File: src/rtl/grnd_pkg.sv
package grnd_pkg;

  typedef enum logic [1:0] {
    RM_NEAR = 2'd0,
    RM_ZERO = 2'd1,
    RM_PINF = 2'd2,
    RM_MINF = 2'd3
  } rmode_e;

  // Nearest-even decision: the halfway point or beyond, with ties broken by the kept LSB
  function automatic logic near_even_up(input logic g, input logic r,
                                        input logic s, input logic lsb);
    return g & (r | s | lsb);
  endfunction

  // Any nonzero discarded information makes the result inexact
  function automatic logic lost_bits(input logic g, input logic r, input logic s);
    return g | r | s;
  endfunction

endpackage

File: src/rtl/grnd_decide.sv
module grnd_decide
  import grnd_pkg::*;
(
  input  logic       sign_i,
  input  logic       guard_i,
  input  logic       round_i,
  input  logic       sticky_i,
  input  logic       lsb_i,
  input  logic [1:0] mode_i,
  output logic       inexact_o,
  output logic       bump_o,
  output logic       ovf_inf_o
);

  logic lost;
  assign lost = lost_bits(guard_i, round_i, sticky_i);

  always_comb begin
    inexact_o = lost;
    case (rmode_e'(mode_i))
      RM_ZERO: begin
        bump_o    = 1'b0;
        ovf_inf_o = 1'b0;
      end
      RM_PINF: begin
        bump_o    = lost & ~sign_i;
        ovf_inf_o = ~sign_i;
      end
      RM_MINF: begin
        bump_o    = lost & sign_i;
        ovf_inf_o = sign_i;
      end
      default: begin
        bump_o    = near_even_up(guard_i, round_i, sticky_i, lsb_i);
        ovf_inf_o = 1'b1;
      end
    endcase
  end

  // toward-zero never asks for an increment
  always_comb begin
    if (mode_i == 2'd1)
      a_r5_rtz_no_bump: assert (!bump_o);
  end

endmodule

File: src/rtl/grnd_incr.sv
module grnd_incr #(
  parameter int W = 26
) (
  input  logic [W-1:0] a_i,
  input  logic         cin_i,
  output logic [W-1:0] sum_o,
  output logic         cout_o
);

  logic [W:0] chain;
  assign chain[0] = cin_i;

  for (genvar i = 0; i < W; i++) begin : g_bit
    assign sum_o[i]     = a_i[i] ^ chain[i];
    assign chain[i + 1] = a_i[i] & chain[i];
  end

  assign cout_o = chain[W];

  // a carry out can only come from an all-ones operand with carry in
  always_comb begin
    if (cout_o)
      a_r7_carry_source: assert (cin_i && (&a_i) && (sum_o == '0));
  end

endmodule

File: src/rtl/guard_round_unit.sv
module guard_round_unit #(
  parameter int MANT_W = 28
) (
  input  logic              sign_i,
  input  logic [MANT_W-1:0] mant_i,
  input  logic              sticky_i,
  input  logic [1:0]        mode_i,
  output logic [MANT_W-3:0] mant_o,
  output logic              carry_o,
  output logic              rounded_up_o,
  output logic              inexact_o,
  output logic              ovf_inf_o
);

  localparam int NG    = 2;
  localparam int OUT_W = MANT_W - NG;

  // Internal events brought out by name for the checks below
  logic [OUT_W-1:0] kept_w;
  logic             guard_w;
  logic             round_w;
  logic             bump_w;

  assign kept_w  = mant_i[MANT_W-1:NG];
  assign guard_w = mant_i[1];
  assign round_w = mant_i[0];

  grnd_decide u_decide (
    .sign_i    (sign_i),
    .guard_i   (guard_w),
    .round_i   (round_w),
    .sticky_i  (sticky_i),
    .lsb_i     (kept_w[0]),
    .mode_i    (mode_i),
    .inexact_o (inexact_o),
    .bump_o    (bump_w),
    .ovf_inf_o (ovf_inf_o)
  );

  grnd_incr #(.W(OUT_W)) u_incr (
    .a_i    (kept_w),
    .cin_i  (bump_w),
    .sum_o  (mant_o),
    .cout_o (carry_o)
  );

  assign rounded_up_o = bump_w;

  always_comb begin
    // exact input never rounds and never flags inexact
    if (!guard_w && !round_w && !sticky_i)
      a_r2_exact_quiet: assert (!inexact_o && !rounded_up_o && mant_o == kept_w);
    // lost bits always flag inexact
    if (guard_w || round_w || sticky_i)
      a_r3_inexact_set: assert (inexact_o);
    // the up flag matches what the adder produced
    a_r8_up_matches_sum: assert (rounded_up_o == ({carry_o, mant_o} != {1'b0, kept_w}));
    // nearest without guard bit never rounds
    if (mode_i == 2'd0 && !guard_w)
      a_r4_near_below_half: assert (!rounded_up_o);
    // overflow direction per mode
    if (mode_i == 2'd1)
      a_r9_rtz_finite: assert (!ovf_inf_o);
    if (mode_i == 2'd0)
      a_r9_near_inf: assert (ovf_inf_o);
  end

endmodule

File: config.mk
export PLATFORM = sky130hd
export DESIGN_NAME = guard_round_unit
export DESIGN_NICKNAME = d
export VERILOG_FILES = /design/src/rtl/grnd_pkg.sv /design/src/rtl/grnd_decide.sv /design/src/rtl/grnd_incr.sv /design/src/rtl/guard_round_unit.sv
export SDC_FILE = /design/constraint.sdc
export NUM_CORES = 1
export LEC_CHECK = 0
export ABC_AREA = 1
export BUFFER_PORTS_ARGS = -buffer_cell sky130_fd_sc_hd__buf_2
export CORE_AREA = 2 2 39 41
export DETAILED_ROUTE_END_ITERATION = 8
export DIE_AREA = 0 0 41 43
export PLACE_DENSITY = 0.82
export SYNTH_ARGS = -nofsm -noshare
export SYNTH_HDL_FRONTEND = slang
export SYNTH_SLANG_ARGS = --single-unit
File: constraint.sdc
create_clock -name vclk -period 14.6
set_input_delay 2.92 -clock vclk [all_inputs]
set_output_delay 2.92 -clock vclk [all_outputs]
set_load 0.01 [all_outputs]
# ---- Word-level counts from Yosys, hierarchy flattened
# Cells that the tools add are included.
dict set report op_classes {
  n_addsub 0
  bitwise_logic 60
  multipliers 0
  magnitude_cmp 0
  n_reduce_logical 0
  n_mux 2
  shifts 0
  n_eq_ne 3
  div_mod_pow 0
}
# cell n
set op_table {}
lappend op_table {{AND 1 bit} 29}
lappend op_table {{XOR 1 bit} 26}
lappend op_table {{one-hot mux 1 bit (3 select lines)} 2}
lappend op_table {{equality test 2 bit (second input constant)} 2}
lappend op_table {{OR 1 bit} 4}
lappend op_table {{equality test 2 x 1 -> 1 bit (second input constant)} 1}
lappend op_table {{inverter 1 bit} 1}
dict set report word_totals {
  n_memories 0
  ram_bits 0
  in_bits 32
  latch_bits 0
  out_inout_bits 30
  mem_bits_ro 0
  wordCells 65
  reg_bits 0
}

# ---- Depth between registers and ports, before layout
# Gate-level depths: netlist of the first run.
dict set report depth {
  ltp_word 30
  mapped_depth 31
  mapped_depth_nobuf 31
}

# ---- Modules after synthesis
# From an unflattened synthesis of the first run, not the netlist that was laid out.
dict set report hier_totals {
  hier_cells 43
  area_unflattened_um2 397.9
}
# module area_per_inst_um2 cells_per_inst seq_area_each_um2 instances
set modules_own_cells {}
lappend modules_own_cells {grnd_incr 325.3 26 0.0 1}
lappend modules_own_cells {grnd_decide 72.6 17 0.0 1}

# ---- Worst setup path after synthesis of the first run
# Ideal clock, no wire load.
dict set report synth_timing {
  path_type {in2out}
  start {input port sticky_i}
  end {output port mant_o[25]}
  path_buffers 0
  t_required_ps 11680
  setup_slack_ps 3749
  cell_stages 30
  arrival_time_ps 7931
  cell_sequence {nor2_2 > nand2_1 > nand3_1 > nand2_1 > ha_1 > ha_1 > ha_1 > ha_1 > ha_1 > ha_1 > ha_1 > ha_1 > ha_1 > ha_1 > ha_1 > ha_1 > ha_1 > ha_1 > ha_1 > ha_1 > ha_1 > ha_1 > ha_1 > ha_1 > ha_1 > ha_1 > ha_1 > ha_1 > ha_1 > ha_1}
}
dict set report synth_via {
  word_cells_on_any_way 33
  classes_between {mux (1); bitwise (32)}
}
# element line
set synth_rtl {}
lappend synth_rtl {{start: declaration} guard_round_unit.sv:6} ;# input logic sticky_i,
lappend synth_rtl {{OR 1 bit *} grnd_pkg.sv:18} ;# return g | r | s;
lappend synth_rtl {{via inexact_o} guard_round_unit.sv:11} ;# output logic inexact_o,
lappend synth_rtl {{AND 1 bit (on tied branches)} {grnd_decide.sv:30, grnd_decide.sv:26}}
lappend synth_rtl {{one-hot mux 1 bit (3 select lines) *} grnd_decide.sv:20} ;# case (rmode_e'(mode_i))
lappend synth_rtl {{via rounded_up_o} guard_round_unit.sv:10} ;# output logic rounded_up_o,
lappend synth_rtl {{AND 1 bit * (25 in series)} grnd_incr.sv:15} ;# assign chain[i + 1] = a_i[i] & chain[i];
lappend synth_rtl {{XOR 1 bit *} grnd_incr.sv:14} ;# assign sum_o[i] = a_i[i] ^ chain[i];
lappend synth_rtl {{end: declaration} guard_round_unit.sv:8} ;# output logic [MANT_W-3:0] mant_o,
# The timed path passes the listed nets; every way through them passes the cells marked *.

# ---- Final worst setup path of the first run
dict set report layout_timing {
  start {input port sticky_i}
  end {output port mant_o[25]}
}
dict set report layout_via {
  elab_chain_cells 30
  word_cells_on_any_way 33
  classes_between {mux (1); bitwise (32)}
}
# element line
set layout_lines {}
lappend layout_lines {{OR 1 bit (2 in series)} grnd_pkg.sv:13} ;# return g & (r | s | lsb);
lappend layout_lines {{AND 1 bit} grnd_pkg.sv:13}
lappend layout_lines {{one-hot mux 1 bit (3 select lines) *} grnd_decide.sv:20}
lappend layout_lines {{AND 1 bit * (25 in series)} grnd_incr.sv:15}
lappend layout_lines {{XOR 1 bit *} grnd_incr.sv:14}
# Every way passes the cells marked *; elsewhere a longest branch is shown, timed or not.

==> metrics.txt, run 1 <==
drt initial violations 0; CP Capture Type output port; Initial Utilization 28.3%; largest net degree at the start of global routing 5; CLK BUF 0; Placer Congestion 0.641; initial antenna violation count 0; final hold vios 0; syn nets 100; most frequent cell after synthesis ha_1; P per Cell Area 21.8 nW/um^2; first-pass GRT wire length 1730 um; overall die height 43 um; DR vias 557; layout cells sized above 1 60.6%; measured slew at the worst slew-check pin 0.0933 ns; vias in the first global route 501; Synth top area share 83.1%; worst setup margin 3.40 ns; drt first pass iters 1; Worst Hold Class input pin to output port; CTS-repair resized insts 0; syn avg cell area 9.32 sq um; Setup Total Neg Slack 0 ns; Die Wd 41 um; fmax 89.3 MHz; Area Growth Syn to Fin 84.3%; CP max stage delay 0.26 ns; Yosys Warn Count 0; GR Util All Layers 13.5%; core footprint 1380 sq um; total wire length 1220 um; Final Max Tran Viols 0; Commonest cells post-synth ha_1, nand2_1, inv_1; Setup CP Type input pin to output port; Final Non-Filler Cells 120; port bufs 62; FF+latch area 0 sq um; pre-CTS setup slack 3.38 ns; DRC viols 0; crit-path most repeated cell ha_1; distinct cell type count after synthesis 7; Die ar. 1760 sq um; Post-Syn Instances 42; num sequential 0; CP Launch Type input pin; Routed Antenna Nets 0; run status completed; leakage 0.000527 uW; setup violators final 0; area leader, netlist ha_1; sequential area share after synthesis 0%; DP HPWL 1190 um; WHS Endpoint ovf_inf_o; CP max FO 2; Critical-path top delay cell ha_1; dpl cells 120; Mapped Area 392 sq um; WP data required 11.68 ns; DR WL/cell 10.2 um; hold buffer count at cts 0; RSZ-0062 raised after global routing false; vias per std cell 4.64; max_cap viols 0; Total Power 15.7 uW; GRT Residual Overflow 0; Final period util 76.7%; Post-CTS Setup Repair Bufs 0; num rows 14; top cells by area, synth ha_1, nand2_1, inv_1, nand3_1, nor2_2; Min-Delay Path Depth 3; worst min-delay path startpoint mode_i[1]; crit path DAT 8.28 ns; io pins 62; Rel. slew slack 93.7%; crit path time final 11.20 ns; Ant. Diodes 0; Final Net Count 164; Peak supply drop 0.0000104 V; fin util 52.2%
-- critical path, delay by kind of cell --
kind	cells	cell delay [ns]
buffers and inverters	2	0.24
adders and majority gates	26	4.79
and+or+nand+nor	4	0.34
-- routing by layer --
layer,global-route usage [%],up-vias,part of all wire [%]
met5,0,-,0
met4,0,0,0
met3,2.62,0,22
met2,30.0,56,47
met1,10.8,225,30
li1,-,276,-
-- cell families (layout without fill, tap and decap cells) --
logic type | Yosys count | after routing | share of synthesized area (%)
adders and majority gates | 26 | 26 | 83.1
and+or+nand+nor | 11 | 11 | 11.8
buffers and inverters | 4 | 66 | 3.83
AOI/OAI and AO/OA | 1 | 1 | 1.28
-- cell type report --
| type | instances | area (sq um) |
|---|---|---|
| fill | 130 | 662 |
| multi-input combinational | 38 | 377 |
| inverter | 4 | 15.0 |
| timing repair buffer | 62 | 310 |
| tap | 16 | 20.0 |
-- through the flow --
step                      area, sq um  hold slack, ns
after floorplan                   392            5.91
after global placement            722            6.13
after detailed placement          722            6.13
after CTS                         722            6.14
after global routing              722            6.16
final                             722            6.13
-- power by group --
part           switching [uW]  internal [uW]  total, uW
registers                   0              0          0
logic                    7.83           7.90       15.7
clock network               0              0          0
total                    7.83           7.90       15.7
-- worst max-delay path by stage --
| stage | start | endpoint | slack, ns | depth (start not counted) |
|---|---|---|---|---|
| 2_1_floorplan | sticky_i | mant_o[25] | 3.75 | 30 |
| 3_3_place_gp | sticky_i | mant_o[25] | 3.50 | 32 |
| 3_5_place_dp | sticky_i | mant_o[25] | 3.38 | 32 |
| 4_1_cts | sticky_i | mant_o[25] | 3.34 | 32 |
| 5_1_grt | sticky_i | mant_o[25] | 3.12 | 32 |
| 6_report | sticky_i | mant_o[25] | 3.40 | 32 |
-- layout by cell type (no fill, tap or decap) --
cell type / count
buf_2: 62
ha_1: 26
nand2_1: 7
inv_1: 4
nand3_1: 2
nor2_2: 1
nor2_1: 1
o21ai_1: 1
(Power assumes the default switching activity.)
==> run 2: changes to the inputs <==
- CORE_AREA: 2 2 39 41 -> default
- CORE_MARGIN: default -> 2
- CORE_UTILIZATION: default -> 30
- DIE_AREA: 0 0 41 43 -> default
- PLACE_DENSITY: 0.82 -> 0.83
- clock period: 14.6 -> 10.9 ns (I/O delays scaled with it)
==> run 2 against run 1 <==
Net effect: core utilization increased by 5.4 points; final cell count decreased by 0.83%; setup slack got worse by 2.2 ns; largest power group unchanged.
==> metrics.txt, run 2 (same netlist as run 1, synthesis figures left out) <==
run status completed (unchanged); drt first pass iters 1 (unchanged); Ant. Diodes 0 (unchanged); Final period util 88.9%; vias per std cell 4.65 (was 4.64); CTS-repair resized insts 0 (unchanged); combinational fraction of design power 100.0% (about the same); crit-path most repeated cell ha_1 (unchanged); CP Launch Type input pin (unchanged); WP data required 8.72 ns (was 11.68 ns); DR vias 553 (was 557); Reg power frac 0% (about the same); most frequent cells in the layout buf_2, ha_1, nand2_1 (unchanged); overall die height 40.1 um (was 43 um); Placer Congestion 0.700 (was 0.641); Routed Antenna Nets 0 (unchanged); drt initial violations 0 (unchanged); Area Growth Syn to Fin 84.0% (was 84.3%); CP max stage delay 0.27 ns (was 0.26 ns); hold buffer count at cts 0 (unchanged); vias in the first global route 452 (was 501); max_cap viols 0 (unchanged); core footprint 1250 sq um (was 1380 sq um); FF+latch area 0 sq um (unchanged); Rel. slew slack 93.7% (about the same); CP max FO 2 (unchanged); setup violators final 0 (unchanged); fin util 57.5% (was 52.2%); Clock power frac 0% (about the same); worst min-delay path startpoint mode_i[1] (unchanged); Final Non-Filler Cells 119 (was 120); fmax 103 MHz; Post-CTS Setup Repair Bufs 0 (unchanged); Internal Pwr Total 10.5 uW (was 7.90 uW); Setup CP Type input pin to output port (unchanged); DP Area 721 sq um (was 722 sq um); dpl cells 119 (was 120); DP HPWL 1150 um (was 1190 um); DRC viols 0 (unchanged); Worst Hold Class input pin to output port (unchanged); layout cells sized above 1 60.6% (unchanged); most common cell after layout, fill and taps aside buf_2 (unchanged); worst setup margin 1.21 ns (was 3.40 ns); Net Sw Frac 49.7% (was 49.8%); num rows 13 (was 14); first-pass GRT wire length 1510 um (was 1730 um); CP Capture Type output port (unchanged); DR WL/cell 9.67 um (was 10.2 um); crit path time final 9.69 ns; Critical-path top delay cell ha_1 (unchanged); Peak supply drop 0.0000145 V (was 0.0000104 V); num sequential 0 (unchanged); Initial Utilization 31.3% (was 28.3%); GR Util All Layers 13.0% (was 13.5%); WHS Endpoint ovf_inf_o (unchanged); RSZ-0062 raised after global routing false (unchanged); port bufs 62 (unchanged); total wire length 1150 um (was 1220 um); pre-CTS setup slack 1.18 ns (was 3.38 ns); Die ar. 1610 sq um (was 1760 sq um); Final Net Count 164 (unchanged); largest net degree at the start of global routing 5 (unchanged); P per Cell Area 29.0 nW/um^2 (was 21.8 nW/um^2); measured slew at the worst slew-check pin 0.0934 ns (was 0.0933 ns); Design Area, Final 721 sq um (was 722 sq um); Final Max Tran Viols 0 (unchanged); initial antenna violation count 0 (unchanged); io pins 62 (unchanged); leakage 0.000527 uW (unchanged); final hold vios 0 (unchanged); Psw 10.4 uW (was 7.83 uW); Min-Delay Path Depth 3 (unchanged); GRT Residual Overflow 0 (unchanged); Setup Total Neg Slack 0 ns (unchanged); crit path DAT 7.51 ns (was 8.28 ns); Die Wd 40.1 um (was 41 um); CLK BUF 0 (unchanged)
[run 2: metrics by stage]
step,hold WS (ns),power (uW)
2_1_floorplan,4.43,9.92
3_3_place_gp,4.66,20.6
4_1_cts,4.66,21.4
5_1_grt,4.68,23.7
3_5_place_dp,4.66,21.3
6_report,4.66,20.9
[run 2: cell type report]
type / count / area, sq um
inverters: 4 / 15.0
well taps: 15 / 18.8
multi-input cells: 38 / 377
repair buffers: 62 / 310
fillers: 108 / 532
[run 2: per-layer routing]
metal / GRT usage (%) / vias to the layer above / share of wire (%)
met2: 29.4 / 54 / 45
met5: 0 / - / 0
met1: 11.4 / 223 / 30
met4: 0 / 0 / 0
li1: - / 276 / -
met3: 3.33 / 0 / 24
[run 2: worst max-delay path: cells and delay by family]
kind / cells / cell delay, ns
adders and majority gates: 26 / 4.77
buffers and inverters: 2 / 0.24
and+or+nand+nor: 4 / 0.31
[run 2: worst max-delay path by stage]
stage / from / to / slack, ns
finish: sticky_i / mant_o[25] / 1.21
global route: sticky_i / mant_o[25] / 0.86
CTS: sticky_i / mant_o[25] / 1.15
detailed placement: sticky_i / mant_o[25] / 1.18
global placement: sticky_i / mant_o[25] / 1.25
floorplan: sticky_i / mant_o[25] / 1.53
[run 2: power by group through the flow]
stage	registers (uW)	logic, uW	clock network, uW
after global placement	0	20.6	0
after floorplan	0	9.92	0
final	0	20.9	0
after CTS	0	21.4	0
after global routing	0	23.7	0
after detailed placement	0	21.3	0
